File: src/rtl/mlg_pkg.sv
package mlg_pkg;

    typedef enum logic {
        PH_IDLE = 1'b0,
        PH_RUN  = 1'b1
    } phase_e;

    // Five check sums orthogonal on code position 0 for the (21,11)
    // difference-set code built on {0,2,7,8,11} mod 21.
    localparam logic [4:0][20:0] DSC21_TAPS = {
        21'h061401,   // positions 0,10,12,17,18
        21'h10A009,   // positions 0,3,13,15,20
        21'h014013,   // positions 0,1,4,14,16
        21'h080261,   // positions 0,5,6,9,19
        21'h000985    // positions 0,2,7,8,11
    };

endpackage

File: src/rtl/mlg_checksums.sv
module mlg_checksums #(
    parameter int N = 21,
    parameter int J = 5,
    parameter logic [J-1:0][N-1:0] TAPS = mlg_pkg::DSC21_TAPS
) (
    input  logic [N-1:0] word_i,
    output logic [J-1:0] sums_o
);

    // One XOR tree per check sum, taps selected by its mask.
    for (genvar j = 0; j < J; j++) begin : g_sum
        assign sums_o[j] = ^(word_i & TAPS[j]);
    end

endmodule

File: src/rtl/mlg_vote.sv
module mlg_vote #(
    parameter int J = 5
) (
    input  logic [J-1:0] sums_i,
    output logic         flip_o
);

    localparam int HALF = J / 2;
    localparam int SW   = $clog2(J + 1);

    if (J == 3) begin : g_carry
        // Three-input majority written as a full-adder carry.
        assign flip_o = (sums_i[0] & sums_i[1]) | (sums_i[2] & (sums_i[0] ^ sums_i[1]));
    end else begin : g_count
        logic [SW-1:0] ones;
        always_comb begin
            ones = '0;
            for (int k = 0; k < J; k++) begin
                ones = ones + SW'(sums_i[k]);
            end
        end
        assign flip_o = (ones > SW'(HALF));
    end

endmodule

File: src/rtl/mlg_cyclic_decoder.sv
module mlg_cyclic_decoder #(
    parameter int N     = 21,
    parameter int J     = 5,
    parameter int EARLY = 3,
    parameter logic [J-1:0][N-1:0] TAPS = mlg_pkg::DSC21_TAPS
) (
    input  logic         clk_i,
    input  logic         rst_ni,
    input  logic         start_i,
    input  logic [N-1:0] word_i,
    output logic         valid_o,
    output logic [N-1:0] word_o,
    output logic         err_o
);

    localparam int CW = $clog2(N + 1);

    typedef struct packed {
        mlg_pkg::phase_e ph;
        logic [N-1:0]    sr;
        logic [CW-1:0]   cnt;
        logic            seen;
        logic            fixed;
        logic            vld;
        logic [N-1:0]    dout;
        logic            err;
    } state_t;

    state_t s_d, s_q;

    logic [J-1:0] sums;
    logic         flip;
    logic         fb;
    logic         any_sum;
    logic [N-1:0] rot;
    logic [N-1:0] unrot;
    logic         early_exit;
    logic         full_exit;

    mlg_checksums #(.N(N), .J(J), .TAPS(TAPS)) u_sums (
        .word_i (s_q.sr),
        .sums_o (sums)
    );

    mlg_vote #(.J(J)) u_vote (
        .sums_i (sums),
        .flip_o (flip)
    );

    // Corrected low-stage bit re-enters at the top stage.
    assign fb      = s_q.sr[0] ^ flip;
    assign rot     = {fb, s_q.sr[N-1:1]};
    assign any_sum = |sums;

    // After EARLY turns the word sits EARLY places down; undo by wiring.
    for (genvar i = 0; i < N; i++) begin : g_unrot
        assign unrot[i] = rot[(i + N - EARLY) % N];
    end

    always_comb begin
        s_d        = s_q;
        s_d.vld    = 1'b0;
        early_exit = 1'b0;
        full_exit  = 1'b0;
        case (s_q.ph)
            mlg_pkg::PH_IDLE: begin
                if (start_i) begin
                    s_d.ph    = mlg_pkg::PH_RUN;
                    s_d.sr    = word_i;
                    s_d.cnt   = '0;
                    s_d.seen  = 1'b0;
                    s_d.fixed = 1'b0;
                end
            end
            mlg_pkg::PH_RUN: begin
                s_d.sr    = rot;
                s_d.cnt   = s_q.cnt + 1'b1;
                s_d.seen  = s_q.seen | any_sum;
                s_d.fixed = s_q.fixed | flip;
                if (s_q.cnt == CW'(EARLY - 1) && !(s_q.seen || any_sum)) begin
                    early_exit = 1'b1;
                    s_d.ph     = mlg_pkg::PH_IDLE;
                    s_d.vld    = 1'b1;
                    s_d.dout   = unrot;
                    s_d.err    = 1'b0;
                end else if (s_q.cnt == CW'(N - 1)) begin
                    full_exit = 1'b1;
                    s_d.ph    = mlg_pkg::PH_IDLE;
                    s_d.vld   = 1'b1;
                    s_d.dout  = rot;
                    s_d.err   = s_q.fixed | flip;
                end
            end
            default: s_d.ph = mlg_pkg::PH_IDLE;
        endcase
    end

    always_ff @(posedge clk_i or negedge rst_ni) begin
        if (!rst_ni) begin
            s_q <= '0;
        end else begin
            s_q <= s_d;
        end
    end

    assign valid_o = s_q.vld;
    assign word_o  = s_q.dout;
    assign err_o   = s_q.err;

    // a tie or minority of check sums never inverts the bit.
    p_no_flip_minority_r5: assert property (@(posedge clk_i) disable iff (!rst_ni)
        (s_q.ph == mlg_pkg::PH_RUN && $countones(sums) * 2 <= J) |-> !flip);

    // the short exit is only taken when no bit has been inverted.
    p_early_clean_r2: assert property (@(posedge clk_i) disable iff (!rst_ni)
        early_exit |-> (!s_q.fixed && !flip));

    // a result flagged as corrected comes from a full turn.
    p_full_turn_r3: assert property (@(posedge clk_i) disable iff (!rst_ni)
        (valid_o && err_o) |-> ($past(s_q.cnt) == CW'(N - 1)));

    // a start during a turn leaves the turn counting on.
    p_busy_ignore_r6: assert property (@(posedge clk_i) disable iff (!rst_ni)
        (s_q.ph == mlg_pkg::PH_RUN && start_i && !early_exit && !full_exit)
        |=> (s_q.ph == mlg_pkg::PH_RUN && s_q.cnt == CW'($past(s_q.cnt) + 1'b1)));

    // valid is a single-cycle pulse.
    p_valid_pulse_r7: assert property (@(posedge clk_i) disable iff (!rst_ni)
        valid_o |=> !valid_o);

    // leaving a turn always produces a result.
    p_exit_gives_valid_r7: assert property (@(posedge clk_i) disable iff (!rst_ni)
        (s_q.ph == mlg_pkg::PH_RUN) |=> (s_q.ph == mlg_pkg::PH_RUN || valid_o));

endmodule

File: config.mk
export PLATFORM = sky130hd
export DESIGN_NAME = mlg_cyclic_decoder
export DESIGN_NICKNAME = d
export VERILOG_FILES = /design/src/rtl/mlg_pkg.sv /design/src/rtl/mlg_checksums.sv /design/src/rtl/mlg_vote.sv /design/src/rtl/mlg_cyclic_decoder.sv
export SDC_FILE = /design/constraint.sdc
export NUM_CORES = 1
export LEC_CHECK = 0
export CAP_MARGIN = 20
export CORE_MARGIN = 2
export CORE_UTILIZATION = 25
export CTS_CLUSTER_DIAMETER = 50
export DETAILED_ROUTE_END_ITERATION = 8
export GPL_ROUTABILITY_DRIVEN = 0
export PLACE_DENSITY_LB_ADDON = 0.05
export REMOVE_ABC_BUFFERS = 1
export SLEW_MARGIN = 20
export SYNTH_ARGS = -nofsm -noshare
export SYNTH_HDL_FRONTEND = slang
export SYNTH_SLANG_ARGS = --single-unit
File: constraint.sdc
create_clock -name clk_i -period 3.21 [get_ports clk_i]
set_input_delay 0.4815 -clock clk_i [delete_from_list [all_inputs] [get_ports clk_i]]
set_output_delay 0.4815 -clock clk_i [all_outputs]
set_load 0.01 [all_outputs]
# Word-level counts from Yosys, hierarchy flattened
# Cells that the tools add are included.
[word_totals] register_bits=52 out_inout_bits=23
[op_classes] add_sub_neg=5 n_lt_le_gt_ge=1 eq_ne=3 muxes=7 bitwise=4 reduce_logical=11
[op_table] operator="$reduce_xor A21 Y1" n=5
[op_table] operator="$mux W23" n=3
[op_table] operator="$pmux W29 S2" n=1
[op_table] operator="$mux W29" n=1
[op_table] operator="$add A3 B1 Y3" n=3
[op_table] operator="$add A5 B1 Y5 const B" n=1
[op_table] operator="$eq A5 B2 Y1 const B" n=1
[op_table] operator="$eq A5 B5 Y1 const B" n=1
[op_table] operator="$reduce_or A5 Y1" n=1
[op_table] operator="$gt A3 B2 Y1 const B" n=1
[op_table] operator="$add A1 B1 Y2" n=1
[op_table] operator="$mux W1" n=2
[op_table] operator="$ne A2 B2 Y1 const B" n=1
[op_table] operator="$or A1 B1 Y1" n=2
[op_table] operator="$reduce_and A2 Y1" n=1
[op_table] operator="$reduce_bool A2 Y1" n=1
[op_table] operator="$logic_and A1 B1 Y1" n=1
[op_table] operator="$logic_not A1 Y1" n=1
[op_table] operator="$logic_or A1 B1 Y1" n=1
[op_table] operator="$not A1 Y1" n=1
[op_table] operator="$xor A1 B1 Y1" n=1

# Longest topological paths before layout
[logic_depth] ltp_word=10 depth_mapped=15 ltp_nobuf=15

# Modules after synthesis
# A second synthesis with hierarchy kept.
[unflattened] hier_cells=259 hier_area_um2=3009.1
[modules_own_cells] mod="mlg_cyclic_decoder" n_inst=1 cells_each=235 area_per_inst_um2=2720.1 seq_area_each_um2=1301.2
[modules_own_cells] mod="mlg_checksums" n_inst=1 cells_each=15 area_per_inst_um2=200.2 seq_area_each_um2=0.0
[modules_own_cells] mod="mlg_vote" n_inst=1 cells_each=9 area_per_inst_um2=88.8 seq_area_each_um2=0.0

# Least setup slack after synthesis
# No wires, ideal clock.
[synth_timing] path_kind="register to register" from="register s_q (netlist bit rot[4])" to="register s_q (netlist bit word_o[2])" arrival_time_ns=3.065 setup_slack_ns=0.022 stages_incl_launch_ff=16 n_path_buf=0 path_cell_list="dfrtp_1 -> xnor2_1 -> xnor2_1 -> xnor2_1 -> inv_1 -> ha_1 -> inv_1 -> fa_1 -> inv_1 -> ha_1 -> inv_1 -> fa_1 -> o21ai_0 -> xnor2_1 -> nand2_1 -> o221a_1"
[synth_between] elab_chain_cells=8 word_cells_on_any_way=14 classes_between="add/sub (4); order compare (1); mux (1); bitwise (1); reduce/logical (7)"
[synth_rtl] element="start, declared" line_no="mlg_cyclic_decoder.sv:29" source="state_t s_d, s_q;"
[synth_rtl] element="start signal, assigned" line_no="mlg_cyclic_decoder.sv:100" source="s_q <= '0;"
[synth_rtl] element="start signal, assigned" line_no="mlg_cyclic_decoder.sv:102" source="s_q <= s_d;"
[synth_rtl] element="$reduce_xor A21 Y1 *" line_no="mlg_checksums.sv:12" source="assign sums_o[j] = ^(word_i & TAPS[j]);"
[synth_rtl] element="$add A1 B1 Y2" line_no="mlg_vote.sv:19" source="ones = ones + SW'(sums_i[k]);"
[synth_rtl] element="$add A3 B1 Y3 (3 in a row)" line_no="mlg_vote.sv:19"
[synth_rtl] element="$gt A3 B2 Y1" line_no="mlg_vote.sv:22" source="assign flip_o = (ones > SW'(HALF));"
[synth_rtl] element="$xor A1 B1 Y1" line_no="mlg_cyclic_decoder.sv:51" source="assign fb = s_q.sr[0] ^ flip;"
[synth_rtl] element="$mux W23" line_no="mlg_cyclic_decoder.sv:80" source="if (s_q.cnt == CW'(EARLY - 1) && !(s_q.seen || any_sum)) begin"
# Mark *: on every way between the ends. The rest lies on a longest branch, timed or not.
# A chain may end at the register's enable or synchronous reset.

# Worst setup path after layout
[layout_timing] from="register s_q (netlist bit rot[8])" to="register s_q (netlist bit word_o[2])"
# Same word-level chain as after synthesis.

==> impl_metrics.env <==
export IMPL_routedWlPerCell_um=17.9
export IMPL_nets=344
export IMPL_synth_most_common_cell="dfrtp_1"
export IMPL_dr_pass1_iters=5
export IMPL_min_path_type="in2async"
export IMPL_clk_pin_slew_ns=0.07
export IMPL_slew_limit_headroom_pct=62.6
export IMPL_p_leak_uw=0.00158
export IMPL_clock_latency_ns=0.29
export IMPL_hold_viol=0
export IMPL_vias_per_cell=4.64
export IMPL_grt_pass1_vias=2199
export IMPL_p_total_uw=5270
export IMPL_via_count=2114
export IMPL_cts_root_buffer="clkbuf_16"
export IMPL_cts_tree="yes"
export IMPL_dp_hpwl_mm=5.76
export IMPL_floorplan_initialDensity_pct=25.5
export IMPL_power_density_nw_per_um2=1440
export IMPL_synth_top_cell_area_share_pct=45.1
export IMPL_slew_viol_final=0
export IMPL_ant_nets=0
export IMPL_routed_wl_mm=8.15
export IMPL_synth_area_per_cell_um2=10.7
export IMPL_cp_required_ns=3.39
export IMPL_finalCriticalPeriod_ns=3.15
export IMPL_syn_inst=270
export IMPL_finalSetupViolCount=0
export IMPL_grt_first_pass_wirelength_mm=13.1
export IMPL_cap_violations=0
export IMPL_cts_sinks=52
export IMPL_ir_worst_vdd_mv=0.832
export IMPL_core_area_um2=11300
export IMPL_status="complete, no violations"
export IMPL_async_flop_share_pct=100
export IMPL_tightestPinTransition_ns=0.561
export IMPL_diodes=0
export IMPL_ys_warn_count=0
export IMPL_numCtsBuffers=5
export IMPL_grt_max_degree=42
export IMPL_yosysSeqAreaShare_pct=45.1
export IMPL_pin_count=47
export IMPL_final_core_util_pct=32.3
export IMPL_cp_start_kind="register"
export IMPL_ys_flop_type="dfrtp_1"
export IMPL_cp_max_fo=2
export IMPL_synth_area_leaders="dfrtp_1, mux2i_1, o221a_1, buf_4, xnor2_1"
export IMPL_post_route_period_util_pct=98.2
export IMPL_worstSetupPathType="reg2reg"
export IMPL_die_h_um=111
export IMPL_cp_end_kind="register"
export IMPL_antenna_found_initial=0
export IMPL_grt_overflow=0
export IMPL_clock_path_buffers=2
export IMPL_critPathArrivalTime_ns=3.33
export IMPL_drive_above_1_share_pct=14.1
export IMPL_synth_cell_types=34
export IMPL_nFillCells=1159
export IMPL_synth_area_um2=2890
export IMPL_ctsHtreeMaxLevel=2
export IMPL_ys_ff_latch=52
export IMPL_max_freq_mhz=317
export IMPL_fp_row_count=39
export IMPL_drc_errors=0
export IMPL_drt_iter0_markers=95
export IMPL_grt_use_total_pct=13.7
export IMPL_port_buffers=46
export IMPL_clock_skew_ns=0.00580
export IMPL_synth_top_cells_by_count="dfrtp_1, buf_4, mux2i_1"
export IMPL_post_synth_top_area_cell="dfrtp_1"
export IMPL_area_growth_pct=26.7
export IMPL_die_area_um2=12400
export IMPL_die_w_um=111
export IMPL_grt_setup_unrepaired="yes"
export IMPL_synth_edf_count=0
==> per-stage QoR <==
step                      std cells  setup TNS (ns)  worst slack, ns  hold slack (ns)  area [µm²]
after floorplan                 233               0           0.0124            0.186        2640
after detailed placement        448          -0.244           -0.128            0.499        3470
after global placement          448          -0.138          -0.0919            0.489        3470
after global routing            456          -0.191           -0.104            0.215        3660
after CTS                       456               0          0.00609            0.389        3640
final                           456               0           0.0594            0.177        3660
==> power by group <==
group	leakage [µW]	internal (µW)	switching, µW	total [µW]
registers	0.000617	977	258	1240
logic	0.000884	1840	1630	3470
clock network	0.0000766	308	248	557
==> layer usage <==
layer | vias to the layer above | share of wire (%) | global-route usage (%)
met4 | 0 | 1.2 | 3.70
met5 | - | 0 | 0
li1 | 1017 | - | -
met3 | 8 | 3.7 | 2.34
met1 | 1042 | 49 | 19.6
met2 | 47 | 46 | 21.5
==> registers in the layout, indices dropped and copies added, names as in the netlist <==
name	count
s_q	9
err_o	1
rot	20
valid_o	1
word_o	21
==> logic make-up after synthesis <==
kind of cell    count (synthesis)  synth area share, %
mux                            21                 7.28
buf+inv                        50                 10.3
simple gates                   62                 10.3
compound gates                 59                 16.1
fa+ha+maj                       8                 3.99
xor+xnor                       18                 6.94
flops                          52                 45.1
==> worst max-delay path, cell delays in order (launching register included) <==
cell and delay [ns]:
dfrtp_1 0.41, xnor2_2 0.15, xnor2_1 0.20, xnor2_1 0.16, inv_1 0.07, ha_1 0.27, inv_1 0.05, fa_1 0.43
inv_1 0.07, ha_2 0.16, inv_2 0.03, fa_1 0.44, o21ai_2 0.16, xnor2_1 0.16, nand2_1 0.09, o221a_1 0.21
==> repair_timing <==
| action | 4_1_cts | 5_1_grt |
|---|---|---|
| pin swaps | 5 | 3 |
| hold buffers | 0 | 0 |
| setup endpoints to repair | 3 | 4 |
| setup buffers | 0 | 0 |
| gates resized for setup | 4 | 6 |
| cloned | 0 | 0 |
==> area by class of cell <==
| class | count | area (µm²) | share of cell area (%) |
|---|---|---|---|
| clock inverters | 2 | 10.0 | 0.274 |
| multi-input cells | 168 | 1330 | 36.3 |
| flip-flops and latches | 52 | 1300 | 35.6 |
| well taps | 143 | 179 | 4.89 |
| clock buffers | 6 | 139 | 3.80 |
| repair buffers | 72 | 653 | 17.9 |
| inverters | 13 | 48.8 | 1.33 |
==> final timing paths <==
check | start | endpoint | slack [ns] | depth (start not counted)
max in group asynchronous | rst_ni | word_o[6] | 2.48 | 2
setup reg to reg | rot[8] | word_o[2] | 0.06 | 15
min in group clk_i | s_q[23] | s_q[23] | 0.51 | 2
setup / recovery | rot[8] | word_o[2] | 0.06 | 15
hold reg to reg | s_q[23] | s_q[23] | 0.51 | 2
hold / removal | rst_ni | rot[15] | 0.18 | 1
==> layout by cell type, fill, tap and decap left out, drive strengths merged, types with 2 or more instances in the layout <==
cell type       n
a21boi          9
a21oi          14
a31o            2
a31oi           2
buf            27
clkbuf          6
clkdlybuf4s50  45
clkinv          3
dfrtp          52
fa              2
ha              6
inv            12
mux2i          21
nand2          18
nand2b          9
nand3          12
nand4           2
nor2           16
nor2b           2
o211a           4
o21ai          10
o221a          17
xnor2          13
xnor3           2
xor2            2
Power figures use the tool's default switching activity.
